===== src/rtl/hs_sequencer.sv =====
module hs_sequencer #(
  parameter int W    = 16,
  parameter int DW   = 4,
  parameter int STEP = 10
) (
  input  logic          clk,
  input  logic          rst,
  input  logic          start_req,
  input  logic          start_dir,
  input  logic [W-1:0]  start_word,
  input  logic          full_mode,
  input  logic [DW-1:0] delay_sel,
  input  logic          ctl_inv,
  input  logic          flg_inv,
  input  logic          pflg_pin,
  output logic          pctl_pin,
  output logic          io_pin,
  output logic [W-1:0]  dout,
  output logic          ready,
  output logic          busy
);
  localparam int MAXD = ((1 << DW) - 1) * STEP;
  localparam int CW   = $clog2(MAXD + 1) < 1 ? 1 : $clog2(MAXD + 1);

  typedef enum logic [1:0] {S_IDLE, S_WAIT, S_STROBE} st_t;

  st_t           state;
  logic [CW-1:0] cnt;
  logic          flg_s1, flg_s2, flg_d;
  logic          pend, pend_dir;
  logic [W-1:0]  pend_word;

  logic          flag_busy, flag_rise, idle, strobe, launch, l_dir;
  logic [W-1:0]  l_word;
  logic [CW-1:0] delay_cycles;

  always_ff @(posedge clk) begin
    if (rst) begin
      flg_s1 <= 1'b0;
      flg_s2 <= 1'b0;
      flg_d  <= 1'b0;
    end else begin
      flg_s1 <= pflg_pin;
      flg_s2 <= flg_s1;
      flg_d  <= flg_s2;
    end
  end

  assign flag_busy    = flg_s2 ^ flg_inv;
  assign flag_rise    = flag_busy & ~(flg_d ^ flg_inv);
  assign idle         = (state == S_IDLE);
  assign strobe       = (state == S_STROBE);
  assign ready        = idle & (~full_mode | ~flag_busy);
  assign launch       = ready & (pend | start_req);
  assign l_dir        = pend ? pend_dir  : start_dir;
  assign l_word       = pend ? pend_word : start_word;
  assign delay_cycles = CW'(delay_sel) * CW'(STEP);
  assign pctl_pin     = strobe ^ ctl_inv;
  assign busy         = pend | ~idle;

  always_ff @(posedge clk) begin
    if (rst) begin
      state     <= S_IDLE;
      cnt       <= '0;
      io_pin    <= 1'b0;
      dout      <= '0;
      pend      <= 1'b0;
      pend_dir  <= 1'b0;
      pend_word <= '0;
    end else begin
      unique case (state)
        S_WAIT: begin
          if (cnt <= CW'(1)) state <= S_STROBE;
          else               cnt   <= cnt - CW'(1);
        end
        S_STROBE: if (flag_rise) state <= S_IDLE;
        default: ;
      endcase

      if (launch) begin
        io_pin <= l_dir;
        pend   <= 1'b0;
        if (l_dir || delay_cycles == '0) begin
          state <= S_STROBE;
        end else begin
          state <= S_WAIT;
          cnt   <= delay_cycles;
        end
        if (!l_dir) dout <= l_word;
      end else if (start_req && !pend) begin
        pend      <= 1'b1;
        pend_dir  <= start_dir;
        pend_word <= start_word;
      end
    end
  end
endmodule


===== config.mk =====
export PLATFORM = sky130hd
export DESIGN_NAME = hs_sequencer
export DESIGN_NICKNAME = d
export VERILOG_FILES = /design/src/rtl/hs_sequencer.sv
export SDC_FILE = /design/constraint.sdc
export NUM_CORES = 1
export LEC_CHECK = 0
export BUFFER_PORTS_ARGS = -buffer_cell sky130_fd_sc_hd__buf_2
export CORE_MARGIN = 4
export CORE_UTILIZATION = 59
export CTS_CLUSTER_DIAMETER = 100
export DETAILED_ROUTE_END_ITERATION = 12
export GPL_TIMING_DRIVEN = 1
export PLACE_DENSITY = 0.87
export RECOVER_POWER = 50
export SYNTH_ARGS = -nofsm -noshare
export SYNTH_HDL_FRONTEND = slang
export SYNTH_SLANG_ARGS = --single-unit
export TNS_END_PERCENT = 5

===== constraint.sdc =====
create_clock -name clk -period 7.55 [get_ports clk]
set_input_delay 1.51 -clock clk [delete_from_list [all_inputs] [get_ports clk]]
set_output_delay 1.51 -clock clk [all_outputs]
set_load 0.02 [all_outputs]

# Yosys cells after proc, flatten, opt, wreduce, memory -nomap -nowiden
# Index checks and enable logic that the tools add are counted.
# totals
register_bits	48
latch_bits	0
ram_bits	0
romBits	0
inputBits	28
wordCells	53
mem_count	0
# op_classes
n_addsub	1
multipliers	1
div_mod_pow	0
order_cmp	1
eq_ne	4
n_shift	0
n_mux	11
bitwise	15
n_reduce_logical	10
# op_table
cell	n
8-bit 2-to-1 mux	4
16-bit 2-to-1 mux	1
8-bit by 1-bit <= comparator with 1-bit output (second input constant)	1
8-bit logical NOT	1
2-bit 2-to-1 mux	4
8-bit by 1-bit subtractor with 8-bit output (second input constant)	1
4-bit by 3-bit multiplier with 7-bit output (second input constant)	1
1-bit NOT	6
2-bit case mux with 2 select lines	1
2-bit AND reduction	2
1-bit AND	3
3-bit by 2-bit != test with 1-bit output (second input constant)	1
3-bit != test (second input constant)	1
1-bit bitwise OR	3
3-bit AND reduction	1
3-bit nonzero test	1
1-bit bitwise XOR	3
2-bit by 1-bit equality test with 1-bit output (second input constant)	1
2-bit equality test (second input constant)	1
2-bit logical NOT	1
2-bit OR reduction	1
1-bit logical AND	1
1-bit logical NOT	1
1-bit logical OR	1
1-bit 2-to-1 mux	1

# Depth between registers and ports, before layout
# logic_depth
depth_word	7
depth_mapped	9
depth_no_buf	8

# Worst setup path before layout
# OpenSTA, ideal clock, no wires.
# synth_timing
kind	in2out
from	input flg_inv
to	output ready
arrival_ns	2.425
required_ns	6.040
setup_slack_ns	3.615
stages	5
path_cell_list	xor2_1 > a211o_1 > buf_6 > inv_2 > buf_2
# synth_between
elab_chain_len	4
# synth_rtl
element	line	text
from (decl)	14	input logic flg_inv,
1-bit bitwise XOR	49	assign flag_busy = flg_s2 ^ flg_inv;
1-bit NOT	53	assign ready = idle & (~full_mode | ~flag_busy);
1-bit bitwise OR	53	
1-bit AND	53	
to (decl)	19	output logic ready,
# Every way passes these cells.

# Final worst setup path
# Ends and elaborated chain as after synthesis.

==> results.md <==
- Status: finished, violations left
- Failing checks: capacitance limit, slew limit
- Worst relative slew slack: -0.4359
- Non-filler cells, final: 350
- Drt drc: 0
- Final instance area: 2683 um^2
- H-tree depth: 2
- Worst slack at placement: 2.771 ns
- Area after DPL: between 2000 and 3000 um^2
- Critical Path End: ready
- Fin. Hold Viols: 0
- Clk_lat worst skew: 0.31 ns
- Sw Ratio: 0.4028
- CP max stage cell: inv_1
- Clock tree root buffer cell: clkbuf_8
- Clock Skews: 0.006027 ns
- Multi-input logic area: 1316 um^2
- FFs w/ async S/R, synth: 0
- Pleak: 0.9552 nW
- CP Data Arrival Time: approximately 3.6 ns
- Commonest cells in the netlist: 48 x dfxtp_1, 43 x a21oi_1, 21 x mux2i_1, 20 x o21ai_0, 19 x nand3_1
- Vias in the first global route: ~2000
- Seq/Total Area, Yosys: 0.3971
- Fillers: 332
- YS warnings: 0
- Synth cell types: 46
- All-layer global routing usage: 0.2239
- Syn avg cell area: approximately 9.1 um^2
- Drt first pass iters: 4
- DIE AREA: 5190 um^2
- Number of synthesized flops with an enable pin: 0
- Pwr Density: roughly 300 nW/um^2
- Initial Util: 0.6093
- Finished Core Util: 0.6755
- GP Congestion: 0.8091
- Seq cells post-synth: between 40 and 50
- Post-CTS Setup Bufs: 0
- Final Cycle Share: 0.6761
- Mapped Area: 2420 um^2
- Worst slew pin tran: 2.154 ns
- Post-Route WL: 5582 um
- Post-CTS Resized: 0
- Worst r2r dst: pend_word[10]$_SDFFE_PP0P_
- Syn nets: between 300 and 400
- Most common cell in the netlist: dfxtp_1
- Remaining global-route overflow: 0
- Number of inserted diodes: 0
- NumNets Final: 334
- Seq pwr share: 0.423
- Hold_ws: 0.4459 ns
- Hold Path Class: flip-flop to flip-flop
- RR Startpoint: flg_s2$_SDFF_PP0_
- Die height: 72.04 um
- Fmax achieved: 195.9 MHz
- Critical path origin: flg_inv
- R2R Setup Slk: approximately 4.9 ns
- Final setup violation count: 0
- Max Buffers Root-to-Sink: 2
- CTS tree: yes
- CP Buf/Inv Count: 3
- Die width: approximately 72 um
- Int Pwr: 486.8 uW
- Synth top area share: 0.3971
- Largest area contributor in the netlist: dfxtp_1
- Hold_buf cts: 0
- Core Footprint: 3971 um^2
- Detail Route Antenna Nets: 0
- Main synth FF type: dfxtp_1
- Fin crit period: 5.105 ns
- Vias: 2153
- Clock share of power: 0.198
- Register area: 960.9 um^2
- Top cells by area, synth: dfxtp_1 40%, a21oi_1 8.9%, mux2i_1 8.7%, a211oi_1 5.0%, o21ai_0 4.1%
- Initial antenna violation count: 0
- Layout Area Growth over Synthesis: 10.86%
- Pwr Total: 815.1 uW
- Crit-path leading delay family: buffers and inverters
- Crit-path cells: clkbuf_1 > xor2_1 > a211o_1 > inv_1 > buf_2
- CP required: 6.04 ns
- Per-cell routed wire length: around 16 um
- IO buf count: 47
- Final setup TNS: 0 ns
- Crit Path Max Fanout: 37
- Synth Instances: 267
- Critical path class: input pin to primary output
- CP Capture Type: primary output
- I/O Pins: 48
- Clock Pin Slew Worst Setup and Hold Paths: 0.09 ns
- CP startpoint kind: input pin
- Final WS setup: 2.445 ns
- First-pass GRT wire length: around 9200 um
- DP Cell Count: 342
- VDD IR max: 0.0001669 V
- Standard-cell row count: 23
- Number of stages on the worst setup path: 5
- Iter 0 DRT Violations: ~240
- Vias per inst: 6.151
- CTS Buf Count: 5
- Worst stage delay on the critical path: between 0.8 and 0.9 ns
- Post-DP HPWL: approximately 3800 um
- Max-Cap Viols: 1
- Worst Reg-to-Reg Cells: 5
- Comb pwr share: 0.379
- Share of cells above drive strength 1: 0.1567
- Largest net degree at the start of global routing: 48
- RSZ-0062 raised after global routing: false
- Clock Sinks: 48
- NetSw: between 300 and 400 uW
- Max Slew Vio Count: 48
## registers in the layout, summed over array words and instances, names as in the netlist
name	flops
flg_s1	1
cnt	8
flg_d	1
flg_s2	1
dout	16
pend_dir	1
io_pin	1
pend_word	16
pend	1
state	2
## power groups by stage
stage	Clock [mW]	Combinational (mW)	Sequential, mW
finish	0.161	0.309	0.345
global route	0.171	0.340	0.352
CTS	0.162	0.313	0.344
detailed placement	0	0.310	0.349
global placement	0	0.303	0.347
floorplan	0	0.241	0.352
## routing by layer
layer,share of wire,up-vias,track usage
met3,0.058,14,0.03047
met1,0.43,1013,0.2965
met4,0.024,0,0.1086
li1,-,1048,-
met5,0,-,0
met2,0.49,78,0.3602
## worst reg2reg max path, stage by stage (launching register included)
cell,delay (ns)
dfxtp_1,0.38
xor2_1,0.19
a211o_1,0.69
inv_1,0.71
o21ai_0,0.39
a21oi_1,0.11
## cell families (layout without fill, tap and decap cells)
family | Yosys count | in the layout | synth area share
mux | 23 | 23 | 0.09617
xor+xnor | 4 | 4 | 0.01448
compound gates | 96 | 96 | 0.2585
fa+ha+maj | 7 | 7 | 0.03930
simple gates | 58 | 58 | 0.1355
flops | 48 | 48 | 0.3971
buf+inv | 31 | 64 | 0.05894
## worst min path at each step
stage | start | end | slack [ns] | cells past startpoint
after floorplan | flg_s1$_SDFF_PP0_ | flg_s2$_SDFF_PP0_ | 0.41 | 1
after global placement | flg_s1$_SDFF_PP0_ | flg_s2$_SDFF_PP0_ | 0.42 | 1
after detailed placement | flg_s1$_SDFF_PP0_ | flg_s2$_SDFF_PP0_ | 0.42 | 1
after CTS | flg_s1$_SDFF_PP0_ | flg_s2$_SDFF_PP0_ | 0.44 | 1
after global routing | flg_s1$_SDFF_PP0_ | flg_s2$_SDFF_PP0_ | 0.46 | 1
final | flg_s1$_SDFF_PP0_ | flg_s2$_SDFF_PP0_ | 0.45 | 1
## layout make-up
| type | instances | area share |
|---|---|---|
| inverter | 8 | 0.01119 |
| multi-input combinational | 188 | 0.4907 |
| clock inverter | 1 | 0.002799 |
| timing repair buffer | 48 | 0.08162 |
| clock buffer | 7 | 0.03218 |
| tap | 50 | 0.02332 |
| sequential | 48 | 0.3582 |
## cell usage in the layout, fill, tap and decap left out, types with 6 or more instances in the layout
master,n
buf_2,28
a21oi_1,43
a211oi_1,16
ha_1,6
nor3_1,10
mux2i_1,21
dfxtp_1,48
clkbuf_8,6
clkbuf_1,20
inv_1,8
o21ai_0,20
nand3_1,19
Note: power is estimated with default switching activity, not from simulation.
